$ cat src/rtl/smem_pkg.sv
package smem_pkg;

  typedef enum logic [1:0] {
    ST_IDLE = 2'd0,
    ST_BEAT = 2'd1,
    ST_DONE = 2'd2
  } smem_state_e;

  typedef struct packed {
    logic       usable;
    logic [2:0] first_cyc;
    logic [2:0] page_cyc;
    logic [1:0] pmode;
    logic [1:0] wcode;
  } bank_t;

  // First-access clocks: code 1..6 -> 2..7
  function automatic logic [2:0] first_cycles(input logic [2:0] code);
    return code + 3'd1;
  endfunction

  // Page-hit clocks: 00 -> 5, otherwise code + 1
  function automatic logic [2:0] page_cycles(input logic [1:0] code);
    return (code == 2'b00) ? 3'd5 : ({1'b0, code} + 3'd1);
  endfunction

  // Same aligned page: page spans (4 << (pmode-1)) beats of (1 << (wcode-1)) bytes
  function automatic logic same_page(input logic [31:0] a, input logic [31:0] b,
                                     input logic [1:0] pmode, input logic [1:0] wcode);
    logic [2:0]  sh;
    logic [31:0] mask;
    sh   = {1'b0, pmode} + {1'b0, wcode};
    mask = 32'hFFFF_FFFF << sh;
    return (pmode != 2'b00) && (((a ^ b) & mask) == 32'd0);
  endfunction

endpackage

$ cat src/rtl/smem_bank_match.sv
module smem_bank_match
  import smem_pkg::*;
#(
  parameter int PTR_W = 10
) (
  input  logic [31:0]      ctrl_word,
  input  logic [1:0]       wcode,
  input  logic [PTR_W-1:0] addr_hi,
  output logic             hit,
  output bank_t            info
);

  localparam int PMODE_LSB = 0;
  localparam int PAGE_LSB  = 2;
  localparam int ACC_LSB   = 4;
  localparam int BASE_LSB  = 10;
  localparam int NEXT_LSB  = BASE_LSB + PTR_W;

  logic [PTR_W-1:0] base_ptr;
  logic [PTR_W-1:0] next_ptr;
  logic [2:0]       acc_code;
  logic             unused_ctrl;

  assign base_ptr = ctrl_word[BASE_LSB +: PTR_W];
  assign next_ptr = ctrl_word[NEXT_LSB +: PTR_W];
  assign acc_code = ctrl_word[ACC_LSB +: 3];

  assign hit = (addr_hi >= base_ptr) && (addr_hi < next_ptr);

  assign info.usable    = (acc_code != 3'd0) && (acc_code != 3'd7) && (wcode != 2'b00);
  assign info.first_cyc = first_cycles(acc_code);
  assign info.page_cyc  = page_cycles(ctrl_word[PAGE_LSB +: 2]);
  assign info.pmode     = ctrl_word[PMODE_LSB +: 2];
  assign info.wcode     = wcode;

  assign unused_ctrl = ^{ctrl_word[31:NEXT_LSB+PTR_W], ctrl_word[BASE_LSB-1:ACC_LSB+3]};

endmodule

$ cat src/rtl/smem_bank_sel.sv
module smem_bank_sel
  import smem_pkg::*;
#(
  parameter  int NUM_BANKS = 6,
  parameter  int PTR_W     = 10,
  localparam int IDX_W     = $clog2(NUM_BANKS)
) (
  input  logic [NUM_BANKS*32-1:0] bank_ctrl,
  input  logic [NUM_BANKS*2-1:0]  bank_width,
  input  logic [1:0]              boot_size,
  input  logic [PTR_W-1:0]        addr_hi,
  output logic                    any_hit,
  output logic [IDX_W-1:0]        sel_idx,
  output bank_t                   sel_info
);

  logic [NUM_BANKS-1:0] match;
  bank_t                info [NUM_BANKS];
  logic                 unused_w0;

  assign unused_w0 = ^bank_width[1:0];

  for (genvar g = 0; g < NUM_BANKS; g++) begin : g_bank
    logic [1:0] wc;
    if (g == 0) begin : g_boot
      assign wc = boot_size;
    end else begin : g_field
      assign wc = bank_width[g*2 +: 2];
    end
    smem_bank_match #(.PTR_W(PTR_W)) u_match (
      .ctrl_word (bank_ctrl[g*32 +: 32]),
      .wcode     (wc),
      .addr_hi   (addr_hi),
      .hit       (match[g]),
      .info      (info[g])
    );
  end

  // Lowest index wins: scan downward so the last hit assigned is the lowest
  always_comb begin
    any_hit  = 1'b0;
    sel_idx  = '0;
    sel_info = info[0];
    for (int b = NUM_BANKS - 1; b >= 0; b--) begin
      if (match[b]) begin
        any_hit  = 1'b1;
        sel_idx  = IDX_W'(b);
        sel_info = info[b];
      end
    end
  end

endmodule

$ cat src/rtl/smem_ctrl.sv
module smem_ctrl
  import smem_pkg::*;
#(
  parameter  int NUM_BANKS = 6,
  parameter  int ADDR_W    = 26,
  parameter  int PTR_W     = 10,
  localparam int IDX_W     = $clog2(NUM_BANKS)
) (
  input  logic                    clk,
  input  logic                    rst_n,
  input  logic                    req_valid,
  input  logic [ADDR_W-1:0]       req_addr,
  output logic                    req_ready,
  output logic [31:0]             req_rdata,
  output logic                    req_err,
  input  logic [NUM_BANKS*32-1:0] bank_ctrl,
  input  logic [NUM_BANKS*2-1:0]  bank_width,
  input  logic [1:0]              boot_size,
  output logic [NUM_BANKS-1:0]    mem_cs_n,
  output logic [ADDR_W-1:0]       mem_addr,
  output logic                    mem_oe_n,
  input  logic [31:0]             mem_rdata
);

  // Reset: asserted asynchronously, released on the clock
  logic [1:0] rst_sync_q;
  logic       rst_ni;

  always_ff @(posedge clk or negedge rst_n) begin
    if (!rst_n) rst_sync_q <= 2'b00;
    else        rst_sync_q <= {rst_sync_q[0], 1'b1};
  end
  assign rst_ni = rst_sync_q[1];

  // Decode
  logic             sel_hit;
  logic [IDX_W-1:0] sel_idx;
  bank_t            sel_info;

  smem_bank_sel #(.NUM_BANKS(NUM_BANKS), .PTR_W(PTR_W)) u_sel (
    .bank_ctrl  (bank_ctrl),
    .bank_width (bank_width),
    .boot_size  (boot_size),
    .addr_hi    (req_addr[ADDR_W-1 -: PTR_W]),
    .any_hit    (sel_hit),
    .sel_idx    (sel_idx),
    .sel_info   (sel_info)
  );

  // State
  smem_state_e          state_q, state_n;
  logic [2:0]           cnt_q, cnt_n;
  logic [1:0]           beat_q, beat_n;
  logic [NUM_BANKS-1:0] cs_n_q, cs_n_n;
  logic [ADDR_W-1:0]    addr_q, addr_n;
  logic                 oe_n_q, oe_n_n;
  logic [31:0]          rdata_q, rdata_n;
  logic                 rdy_q, rdy_n;
  logic                 err_q, err_n;
  logic                 open_q, open_n;
  logic [IDX_W-1:0]     idx_q, idx_n;
  bank_t                info_q, info_n;

  logic [ADDR_W-1:0] start_addr;
  logic [ADDR_W-1:0] next_addr;
  logic [1:0]        wlog;
  logic [1:0]        last_beat;
  logic              first_page_hit;
  logic              beat_page_hit;
  logic              unused_bits;

  assign unused_bits    = ^{req_addr[1:0], info_q.usable};
  assign start_addr     = {req_addr[ADDR_W-1:2], 2'b00};
  assign wlog           = info_q.wcode - 2'd1;
  assign last_beat      = 2'd3 >> wlog;
  assign next_addr      = addr_q + (ADDR_W'(1) << wlog);
  assign first_page_hit = open_q && (idx_q == sel_idx) &&
                          same_page(32'(start_addr), 32'(addr_q), sel_info.pmode, sel_info.wcode);
  assign beat_page_hit  = same_page(32'(next_addr), 32'(addr_q), info_q.pmode, info_q.wcode);

  always_comb begin
    state_n = state_q;
    cnt_n   = cnt_q;
    beat_n  = beat_q;
    cs_n_n  = cs_n_q;
    addr_n  = addr_q;
    oe_n_n  = oe_n_q;
    rdata_n = rdata_q;
    rdy_n   = rdy_q;
    err_n   = err_q;
    open_n  = open_q;
    idx_n   = idx_q;
    info_n  = info_q;
    unique case (state_q)
      ST_IDLE: begin
        if (req_valid) begin
          if (!sel_hit || !sel_info.usable) begin
            err_n   = 1'b1;
            rdy_n   = 1'b1;
            cs_n_n  = '1;
            open_n  = 1'b0;
            state_n = ST_DONE;
          end else begin
            cnt_n   = (first_page_hit ? sel_info.page_cyc : sel_info.first_cyc) - 3'd1;
            cs_n_n  = ~(NUM_BANKS'(1) << sel_idx);
            addr_n  = start_addr;
            oe_n_n  = 1'b0;
            beat_n  = 2'd0;
            rdata_n = '0;
            info_n  = sel_info;
            idx_n   = sel_idx;
            open_n  = 1'b1;
            state_n = ST_BEAT;
          end
        end
      end
      ST_BEAT: begin
        if (cnt_q != 3'd0) begin
          cnt_n = cnt_q - 3'd1;
        end else begin
          for (int j = 0; j < 4; j++) begin
            if ((j >> wlog) == int'(beat_q))
              rdata_n[j*8 +: 8] = mem_rdata[(j & ((1 << wlog) - 1))*8 +: 8];
          end
          if (beat_q == last_beat) begin
            rdy_n   = 1'b1;
            oe_n_n  = 1'b1;
            state_n = ST_DONE;
          end else begin
            beat_n = beat_q + 2'd1;
            addr_n = next_addr;
            cnt_n  = (beat_page_hit ? info_q.page_cyc : info_q.first_cyc) - 3'd1;
          end
        end
      end
      default: begin
        rdy_n   = 1'b0;
        err_n   = 1'b0;
        state_n = ST_IDLE;
      end
    endcase
  end

  logic upd_en;
  assign upd_en = (state_q != ST_IDLE) || req_valid;

  always_ff @(posedge clk or negedge rst_ni) begin
    if (!rst_ni) begin
      state_q <= ST_IDLE;
      cnt_q   <= '0;
      beat_q  <= '0;
      cs_n_q  <= '1;
      addr_q  <= '0;
      oe_n_q  <= 1'b1;
      rdata_q <= '0;
      rdy_q   <= 1'b0;
      err_q   <= 1'b0;
      open_q  <= 1'b0;
      idx_q   <= '0;
      info_q  <= '0;
    end else if (upd_en) begin
      state_q <= state_n;
      cnt_q   <= cnt_n;
      beat_q  <= beat_n;
      cs_n_q  <= cs_n_n;
      addr_q  <= addr_n;
      oe_n_q  <= oe_n_n;
      rdata_q <= rdata_n;
      rdy_q   <= rdy_n;
      err_q   <= err_n;
      open_q  <= open_n;
      idx_q   <= idx_n;
      info_q  <= info_n;
    end
  end

  assign req_ready = rdy_q;
  assign req_err   = err_q;
  assign req_rdata = rdata_q;
  assign mem_cs_n  = cs_n_q;
  assign mem_addr  = addr_q;
  assign mem_oe_n  = oe_n_q;

  // Assertions
  assert_one_cs_R2: assert property (@(posedge clk) disable iff (!rst_ni)
    $onehot0(~mem_cs_n));

  assert_err_quiet_R5: assert property (@(posedge clk) disable iff (!rst_ni)
    req_err |-> (req_ready && (&mem_cs_n) && mem_oe_n));

  assert_ready_pulse_R6: assert property (@(posedge clk) disable iff (!rst_ni)
    req_ready |=> !req_ready);

  assert_beat_hold_R3: assert property (@(posedge clk) disable iff (!rst_ni)
    (state_q == ST_BEAT && cnt_q != 3'd0) |=> ($stable(mem_addr) && !mem_oe_n));

  assert_oe_needs_cs_R12: assert property (@(posedge clk) disable iff (!rst_ni)
    !mem_oe_n |-> !(&mem_cs_n));

endmodule

$ cat config.mk
export PLATFORM = sky130hd
export DESIGN_NAME = smem_ctrl
export DESIGN_NICKNAME = d
export VERILOG_FILES = /design/src/rtl/smem_pkg.sv /design/src/rtl/smem_bank_match.sv /design/src/rtl/smem_bank_sel.sv /design/src/rtl/smem_ctrl.sv
export SDC_FILE = /design/constraint.sdc
export NUM_CORES = 1
export LEC_CHECK = 0
export ABC_AREA = 1
export CAP_MARGIN = 10
export CORE_MARGIN = 2
export CORE_UTILIZATION = 60
export DETAILED_ROUTE_END_ITERATION = 7
export DONT_BUFFER_PORTS = 1
export PLACE_DENSITY = 0.79
export RECOVER_POWER = 25
export SKIP_CTS_REPAIR_TIMING = 1
export SLEW_MARGIN = 20
export SYNTH_ARGS = -nofsm -noshare
export SYNTH_HDL_FRONTEND = slang
export SYNTH_SLANG_ARGS = --single-unit
$ cat constraint.sdc
create_clock -name clk -period 2.8 [get_ports clk]
set_clock_uncertainty 0.15 [all_clocks]
set_input_delay 0.42 -clock clk [delete_from_list [all_inputs] [get_ports clk]]
set_output_delay 0.42 -clock clk [all_outputs]
set_load 0.1 [all_outputs]
==> reports/results.ini, run 1 <==
[logic_synthesis]
syn_inst = 1481
synth.avg_cell_area_um2 = 6.633
syn-cell-area_mm2 = 0.009823
syn_nets = 1895
synthTopCellsByArea = dfrtp_1 21%, ha_1 18%, nand2_1 14%
ys_warn_count = 0
yosysTopAreaCell = dfrtp_1
ys_ff_latch = 90
yosysTopAreaCellShare = 0.2114
synth.distinct_cells = 53
ys_seq_area_frac = 0.2302

[cts]
cts_root_buf = clkbuf_16
clkTransAtPathRegs_ns = 0.08
cts_buffer_depth = 2
cts_sinks = 90
cts-htree-levels = 3
cts_tree = built
cts_buffers = 9
clock_latency_ns = 0.35

[worst_setup_path]
startpoint_type = input pin
slowest_stage = fa_1
arrival_ns = 4.66
r2r_slack_ns = -0.76
critPathCaptureType = flop
cpPeakStageDelay_ns = 0.56
cp.required_ns = 2.90
cp_max_fo = 10
crit_type = in2reg

[routing]
dr.pass1.iters = 6
post-route-drc-count = 0
wl_per_cell_um = 18.75
drtAntennaViolNets = 0
drtIter0Drc = 731
wl_mm = 34.52
vias_per_cell = 5.935
via_count = 10930

[status]
status = complete, but fails checks
violations = max-capacitance violations, max-slew violations, negative setup slack

[placement]
io_buffers = 0
gp_congestion = 0.9606
place_area_mm2 = 0.01120
dp_hpwl_mm = 24.31

[job]
maxCapViolCount = 1

[power]
cellLeakagePower_nw = 6.542
power_w = 0.01319
p_per_area_mw_per_mm2 = 1052
ir_drop_mv = 0.7576

[sta]
drv_slew = 48
setup_viol = 42
max_freq_ghz = 0.2195
layout_min_cycle_time_ns = 4.556
tightest_slew_ns = 2.142
relSlewSlack = -0.4281
hold_viol = 0
rsz0062_at_grt = yes
holdWs_ns = 0.04247
layout_setup_ws_ns = -1.756
final.period_utilization = 1.627
tns_ns = -10.52

[global_route]
grt_pass1_wl_mm = 49.49
grt_usage = 0.3478
grt_start_max_net_pins = 49
antenna_found_initial = 1
grt_overflow = 0
grt_pass1_vias = 10210

[final_layout]
drive_gt1_frac = 0.2266
final_util = 0.7868
synthToLayoutAreaGrowth_pct = 27.69
layout.nets = 2033
post-route-cell-area_mm2 = 0.01254

[floorplan]
dieArea_mm2 = 0.01741
die-width_um = 132.0
fp.dieH_um = 132.0
coreArea_mm2 = 0.01594
start_util = 0.6162
rows = 46
pin_count = 334

[min_path]
min_path_type = in2reg

per-stage QoR:
stage,std cells,setup WS [ns]
6_report,1841,-1.756
5_1_grt,1840,-1.966
4_1_cts,1813,-1.803
3_5_place_dp,1797,-2.153
3_3_place_gp,1797,-1.854
2_1_floorplan,1481,-1.596
power by group:
part / internal [W] / total, W / leakage (nW) / switching, W
sequential: 0.00184 / 0.00381 / 1.14 / 0.00197
clock: 0.000705 / 0.00127 / 0.142 / 0.000565
combinational: 0.00294 / 0.00811 / 5.26 / 0.00517
total: 0.00549 / 0.0132 / 6.54 / 0.00771
path summary, 6_finish.rpt:
kind,depth (start not counted),to,startpoint
setup / recovery,29,cnt_q[2],bank_ctrl[157]
hold / removal,2,req_rdata[0],mem_rdata[0]
setup reg to reg,19,cnt_q[2],info_q[0]
hold reg to reg,0,rst_sync_q[1],rst_sync_q[0]
max in group asynchronous,0,mem_addr[1],rst_sync_q[1]
min in group asynchronous,1,rst_sync_q[0],rst_n
metal layers:
layer	wire length (um)	part of all wire	GRT usage	up-vias
met5	0	0	0	-
met4	1790	0.052	0.1449	0
met3	3728	0.11	0.1119	159
met2	16740	0.49	0.5836	649
met1	12260	0.36	0.4107	5049
li1	-	-	-	5069
critical path: cells and delay by family:
kind            cells  cell delay [ns]
compound gates      6             1.11
fa+ha+maj           2             0.79
simple gates       16             1.70
buf+inv             5             0.59
Yosys cell counts, drive strengths merged:
library cell	count
o31ai	8
a22o	1
fa	3
dfrtp	83
nor4	4
o211a	1
mux2i	9
o2111ai	2
buf	14
nor3	12
nand3	46
inv	273
a221oi	1
o22ai	12
a31oi	6
ha	144
or2	4
dfstp	7
o211ai	10
a22oi	3
nor2	137
clkbuf	16
o21ai	143
o221ai	3
xnor2	9
conb	1
xor2	15
nand3b	3
o21bai	2
nand4	21
o21a	9
nand2	386
a21oi	89
a21o	3
o311ai	1
state kept, by name, indices dropped and copies added, names as in the netlist:
register and flops:
beat_q 2, cnt_q 3, idx_q 3, info_q 10, mem_addr 26, mem_cs_n 6
mem_oe_n 1, open_q 1, req_err 1, req_rdata 32, req_ready 1, rst_sync_q 2
state_q 2
area by class of cell:
class | count | area (um^2)
Timing Repair Buffer | 157 | 1360
Antenna cell | 1 | 2.502
Inverter | 273 | 1069
Tap cell | 216 | 270.3
Clock inverter | 6 | 73.82
Sequential cell | 90 | 2265
Fill cell | 1088 | 3400
Clock buffer | 10 | 229.0
Multi-Input combinational cell | 1088 | 7274
layout by cell type (no fill, tap or decap), drive strengths merged, types with 12 or more instances in the layout:
master / count
nand2: 386
inv: 275
buf: 153
ha: 144
o21ai: 143
nor2: 137
a21oi: 89
dfrtp: 83
nand3: 46
nand4: 21
xor2: 15
clkbuf: 13
o22ai: 12
nor3: 12
cell families (layout without fill, tap and decap cells):
| kind of cell | count (synthesis) | after routing | synth area share |
|---|---|---|---|
| AND/OR/NAND/NOR | 613 | 613 | 0.2598 |
| adder cells (fa/ha/maj) | 147 | 147 | 0.1895 |
| other | 1 | 2 | 0.0003818 |
| AO/OA/AOI/OAI | 294 | 294 | 0.1698 |
| XOR/XNOR | 24 | 24 | 0.02140 |
| buffers and inverters | 303 | 446 | 0.1197 |
| flip-flops | 90 | 90 | 0.2302 |
| multiplexers | 9 | 9 | 0.009171 |
Power figures use the tool's default switching activity.
==> run 2, diff against run 1 <==
Clock period 2.8 ns to 4.1 ns, I/O delays scaled along.
==> run 2 against run 1 <==
Against the previous run:
- worst setup slack improved by 1.2 ns
- first-iteration DRC count grew 3.3%
- via count shrank 6.5%
- routed wire length down 12%
- critical path depth up 5
- register-to-register slack gained 1.2 ns
- non-clock buffer count shrank 81
- sequential cell count stayed put
- the flow still finishes with violations (max-capacitance violations, max-slew violations, negative setup slack)
==> reports/results.ini, run 2 (same netlist as run 1, synthesis figures left out) <==
[worst_setup_path]
crit_type = in2reg  ; unchanged
cp_common_cell = nand2_1
startpoint_type = input pin  ; unchanged
timing.rr.end = mem_addr[20]  ; was cnt_q[2]
worstReg2RegStart = info_q[1]  ; was info_q[0]
worst-path-buf-inv = 5  ; unchanged
r2r_slack_ns = 0.45  ; was -0.76 ns
critPathCaptureType = flop  ; unchanged
slowest_stage = fa_2  ; was fa_1
crit_family = simple AND/OR/NAND/NOR gates  ; unchanged
worstSetupEndpoint = cnt_q[2]  ; unchanged
startpoint = bank_ctrl[144]  ; was bank_ctrl[157]
ff2ff_path_depth = 19  ; unchanged
cp.required_ns = 4.24  ; was 2.90 ns
cpPeakStageDelay_ns = 0.47  ; was 0.56 ns
cp_max_fo = 5  ; was 10
path_depth = 34  ; was 29
arrival_ns = 4.80  ; was 4.66 ns

[floorplan]
rows = 46  ; unchanged
fp.dieH_um = 132.0  ; unchanged
dieArea_mm2 = 0.01741  ; unchanged
pin_count = 334  ; unchanged
die-width_um = 132.0  ; unchanged
start_util = 0.6162  ; unchanged
coreArea_mm2 = 0.01594  ; unchanged

[sta]
tns_ns = -1.354  ; was -10.52 ns
layout_min_cycle_time_ns = 4.659
layout_setup_ws_ns = -0.5592  ; was -1.756 ns
final.period_utilization = 1.136
rsz0062_at_grt = yes  ; unchanged
setup_viol = 3  ; was 42
tightest_slew_ns = 2.481  ; was 2.142 ns
max_freq_ghz = 0.2146
hold_viol = 0  ; unchanged
drv_slew = 61  ; was 48
relSlewSlack = -0.6541  ; was -0.4281

[final_layout]
multi_input_area_mm2 = 0.006978  ; was 0.007274 mm^2
fillers = 1287  ; was 1088
ff_latch_area_mm2 = 0.002261  ; was 0.002265 mm^2
drive_gt1_frac = 0.1633  ; was 0.2266
synthToLayoutAreaGrowth_pct = 16.98  ; was 27.69%
largest_register_ffs = 32  ; unchanged
final_common_cell = nand2_1  ; unchanged
final_util = 0.7208  ; was 0.7868
layout_common_cells = 354 x nand2_1, 249 x inv_1, 119 x ha_1, 112 x nor2_1, 110 x o21ai_0  ; was 343 x nand2_1, 248 x inv_1, 131 x buf_4, 110 x ha_1, 104 x nor2_1
layout.nets = 1952  ; was 2033

[routing]
wl_per_cell_um = 17.30  ; was 18.75 um
via_count = 10210  ; was 10.93k
drtIter0Drc = 755  ; was 731
dr.pass1.iters = 5  ; was 6
vias_per_cell = 5.802  ; was 5.935
drtAntennaViolNets = 0  ; unchanged
wl_mm = 30.45  ; was 34.52 mm
post-route-drc-count = 0  ; unchanged

[global_route]
antenna_found_initial = 1  ; unchanged
use_met1 = 0.3945  ; was 0.4107
grt_util_met3 = 0.09419  ; was 0.1119
grt_pass1_wl_mm = 47.13  ; was 49.49 mm
use_met2 = 0.5611  ; was 0.5836
busiest_layer = met2  ; unchanged
grt_pass1_vias = 9826  ; was 10.21k
grt_start_max_net_pins = 61  ; was 49
grt_usage = 0.3317  ; was 0.3478
grt_overflow = 0  ; unchanged

[power]
p_seq_frac = 0.325  ; was 0.289
cellLeakagePower_nw = 6.079  ; was 6.542 nW
ir_drop_mv = 0.6553  ; was 0.7576 mV
p_switching_w = 0.004832  ; was 0.007707 W
combPwrFrac = 0.568  ; was 0.615
pwr-share-clk = 0.107  ; was 0.096
internal_power_w = 0.003018  ; was 0.005486 W
swShare = 0.6155  ; was 0.5842
p_per_area_mw_per_mm2 = 683.2  ; was 1052 mW/mm^2

[cts]
clock_latency_ns = 0.35  ; about the same
cts_sinks = 90  ; unchanged
cts-htree-levels = 3  ; unchanged
cts_tree = built  ; unchanged
cts_buffer_depth = 2  ; unchanged
clkTransAtPathRegs_ns = 0.08  ; about the same
cts_buffers = 9  ; unchanged
cts_root_buf = clkbuf_16  ; unchanged

[placement]
io_buffers = 0  ; unchanged
dp_hpwl_mm = 23.18  ; was 24.31 mm
place_ws_ns = -0.9817  ; was -2.153 ns
gp_congestion = 0.9739  ; was 0.9606

[job]
maxCapViolCount = 1  ; unchanged

[status]
status = complete, but fails checks  ; unchanged
violations = max-capacitance violations, max-slew violations, negative setup slack  ; unchanged

[min_path]
min_path_type = reg2reg  ; was in2reg

run 2: worst min-delay path by stage:
stage	cells after the start	end	from
after CTS	0	rst_sync_q[0]	rst_n
after detailed placement	0	rst_sync_q[1]	rst_n
after global placement	0	rst_sync_q[0]	rst_n
final	0	rst_sync_q[1]	rst_sync_q[0]
after global routing	0	rst_sync_q[1]	rst_sync_q[0]
after floorplan	0	rst_sync_q[0]	rst_n
run 2: final cells by class:
class / instances / area share
multi-input combinational: 1088 / 0.6073
sequential: 90 / 0.1968
inverter: 273 / 0.09331
timing repair buffer: 76 / 0.05226
tap: 216 / 0.02352
clock buffer: 9 / 0.01960
clock inverter: 7 / 0.007078
antenna: 1 / 0.0002178
run 2: power groups by stage:
stage          clock (W)  sequential (W)  combinational (W)
6_report        0.000840         0.00255            0.00446
4_1_cts         0.000851         0.00255            0.00427
2_1_floorplan          0         0.00356            0.00249
3_3_place_gp           0         0.00255            0.00415
5_1_grt         0.000895         0.00260            0.00492
3_5_place_dp           0         0.00257            0.00423
run 2: metrics by stage:
step	instances	hold slack, ns	power (W)	instance area, um^2
3_3_place_gp	1734	0.1695	0.006708	10680
6_report	1760	0.2210	0.007850	11490
3_5_place_dp	1734	0.1695	0.006797	10680
4_1_cts	1750	-0.2082	0.007676	10990
2_1_floorplan	1481	0.1694	0.006047	10040
5_1_grt	1760	0.2264	0.008410	11490
run 2: layer usage:
layer  share of wire  routed length, um
met1            0.38              11550
met2            0.48              14570
met3            0.10               3042
met4           0.043               1299
met5               0                  0
==> run 3, diff against run 2 <==
--- a/config.mk
+++ b/config.mk
@@ -10,4 +10,5 @@
 export CORE_MARGIN = 2
 export CORE_UTILIZATION = 60
+export CTS_CLUSTER_SIZE = 16
 export DETAILED_ROUTE_END_ITERATION = 7
 export DONT_BUFFER_PORTS = 1
==> constraint.sdc (replaced) <==
create_clock -name clk -period 4.1 [get_ports clk]
set_clock_uncertainty 0.15 [all_clocks]
set_input_delay 0.41 -clock clk [delete_from_list [all_inputs] [get_ports clk]]
set_output_delay 0.41 -clock clk [all_outputs]
set_load 0.1 [all_outputs]
==> run 3 against run 2 <==
Against the previous run:
- the flow still finishes with violations (max-capacitance violations, max-slew violations, negative setup slack)
- register-to-register slack improved by 0.10 ns
- critical path depth rose by 2
- sequential share of layout area rose by 0.18 points
- cell area decreased by 0.93%
- highest routed layer unchanged
==> reports/results.ini, run 3 (same netlist as run 1, synthesis figures left out) <==
[final_layout]
largest_register_ffs = 32  ; unchanged
fillers = 1335  ; was 1287
final_common_cell = nand2_1  ; unchanged
layout_common_cells = 354 x nand2_1, 250 x inv_1, 120 x ha_1, 112 x nor2_1, 109 x o21ai_0  ; was 354 x nand2_1, 249 x inv_1, 119 x ha_1, 112 x nor2_1, 110 x o21ai_0
multi_input_area_mm2 = 0.006924  ; was 0.006978 mm^2
layout.nets = 1945  ; was 1952
drive_gt1_frac = 0.1543  ; was 0.1633
synthToLayoutAreaGrowth_pct = 15.90  ; was 16.98%
ff_latch_area_mm2 = 0.002261  ; unchanged

[worst_setup_path]
crit_type = in2reg  ; unchanged
slowest_stage = fa_1  ; was fa_2
crit_family = simple AND/OR/NAND/NOR gates  ; unchanged
arrival_ns = 4.57  ; was 4.80 ns
worst-path-buf-inv = 6  ; was 5
cp_common_cell = nand2_1  ; unchanged
critPathCaptureType = flop  ; unchanged
cp_max_fo = 4  ; was 5
startpoint_type = input pin  ; unchanged
cp.required_ns = 4.20  ; was 4.24 ns
cpPeakStageDelay_ns = 0.48  ; was 0.47 ns

[routing]
wl_per_cell_um = 17.26  ; was 17.30 um
post-route-drc-count = 0  ; unchanged
vias_per_cell = 5.795  ; was 5.802
drtAntennaViolNets = 0  ; unchanged
via_count = 10170  ; was 10.21k
drtIter0Drc = 672  ; was 755
dr.pass1.iters = 5  ; unchanged
wl_mm = 30.28  ; was 30.45 mm

[sta]
layout_setup_ws_ns = -0.3649  ; was -0.5592 ns
rsz0062_at_grt = yes  ; unchanged
hold_viol = 0  ; unchanged
final.period_utilization = 1.089  ; was 1.136
tns_ns = -0.7708  ; was -1.354 ns
layout_min_cycle_time_ns = 4.465  ; was 4.659 ns
max_freq_ghz = 0.2240  ; was 0.2146 GHz
tightest_slew_ns = 2.820  ; was 2.481 ns
holdWs_ns = 0.04999  ; was 0.2210 ns
setup_viol = 3  ; unchanged
drv_slew = 70  ; was 61
relSlewSlack = -0.8798  ; was -0.6541

[power]
cellLeakagePower_nw = 6.051  ; was 6.079 nW
p_per_area_mw_per_mm2 = 692.1  ; was 683.2 mW/mm^2
power_w = 0.007879  ; was 0.007850 W
pwr-share-clk = 0.114  ; was 0.107
ir_drop_mv = 0.5640  ; was 0.6553 mV
combPwrFrac = 0.562  ; was 0.568
internal_power_w = 0.003048  ; was 0.003018 W
swShare = 0.6131  ; was 0.6155
p_seq_frac = 0.324  ; was 0.325
p_switching_w = 0.004831  ; was 0.004832 W

[status]
violations = max-capacitance violations, max-slew violations, negative setup slack  ; unchanged
status = complete, but fails checks  ; unchanged

[global_route]
antenna_found_initial = 1  ; unchanged
use_met1 = 0.3998  ; was 0.3945
grt_usage = 0.3350  ; was 0.3317
busiest_layer = met2  ; unchanged
use_met2 = 0.5561  ; was 0.5611
grt_pass1_wl_mm = 47.78  ; was 47.13 mm
grt_overflow = 0  ; unchanged
grt_start_max_net_pins = 70  ; was 61
grt_util_met3 = 0.1015  ; was 0.09419
grt_pass1_vias = 9918  ; was 9826

[cts]
clkTransAtPathRegs_ns = 0.08  ; about the same
cts_sinks = 90  ; unchanged
cts_buffer_depth = 2  ; unchanged
cts_root_buf = clkbuf_16  ; unchanged
cts_buffers = 9  ; unchanged
cts_tree = built  ; unchanged
clock_latency_ns = 0.35  ; about the same
cts-htree-levels = 3  ; unchanged

[floorplan]
start_util = 0.6162  ; unchanged
die-width_um = 132.0  ; unchanged
rows = 46  ; unchanged
fp.dieH_um = 132.0  ; unchanged
pin_count = 334  ; unchanged
dieArea_mm2 = 0.01741  ; unchanged
coreArea_mm2 = 0.01594  ; unchanged

[placement]
io_buffers = 0  ; unchanged
gp_congestion = 0.9755  ; was 0.9739
dp_hpwl_mm = 23.24  ; was 23.18 mm

[job]
maxCapViolCount = 1  ; unchanged

[min_path]
min_path_type = in2reg  ; was reg2reg

## run 3: worst paths after layout
kind	to	start	slack, ns	cells past startpoint
worst min register to register	rst_sync_q[1]	rst_sync_q[0]	0.21	0
worst max-delay path	cnt_q[2]	bank_ctrl[173]	-0.36	36
worst min-delay path	req_rdata[2]	mem_rdata[2]	0.05	2
min in group asynchronous	rst_sync_q[0]	rst_n	0.14	1
worst max register to register	cnt_q[2]	info_q[1]	0.55	18
max in group asynchronous	mem_addr[19]	rst_sync_q[1]	1.15	0
## run 3: cell type report
type                    count  share of cell area
diodes                      2           0.0004396
multi-input cells        1088              0.6082
flip-flops and latches     90              0.1986
inverters                 273             0.09309
repair buffers             69             0.04781
clock buffers               9             0.01978
well taps                 216             0.02374
clock inverters             7            0.008353
## run 3: power groups by stage
stage / clock [W] / sequential (W) / combinational (W)
after global placement: 0 / 0.00255 / 0.00416
after detailed placement: 0 / 0.00256 / 0.00425
final: 0.000897 / 0.00255 / 0.00443
after floorplan: 0 / 0.00356 / 0.00249
after global routing: 0.000942 / 0.00260 / 0.00490
after CTS: 0.000905 / 0.00255 / 0.00428
## run 3: metal layers
layer	wire length, um	vias up
met5	0	-
met1	11610	4634
met4	1271	0
li1	-	4906
met3	3222	107
met2	14170	518
## run 3: worst reg2reg max path: stages, from the launching register on
cell and delay, ns:
dfrtp_1 0.45, inv_1 0.09, ha_1 0.21, ha_1 0.22, fa_1 0.54, xnor2_1 0.13
nor2_1 0.06, a21oi_1 0.11, nand3_1 0.08, o21ai_0 0.29, nand2_1 0.20, o21ai_0 0.18
a21oi_1 0.08, o31ai_2 0.27, ha_4 0.19, inv_2 0.04, nand3_2 0.07, nand3_2 0.08
nand2_1 0.06
## run 3: through the flow
stage	cells	util	setup WS (ns)	area (um^2)
global route	1753	0.7139	-0.6962	11380
global placement	1733	0.6696	-0.5532	10680
floorplan	1481	-	-0.2917	10040
finish	1754	0.7141	-0.3649	11380
detailed placement	1733	0.6696	-0.7860	10680
CTS	1749	0.6897	-0.4181	11000
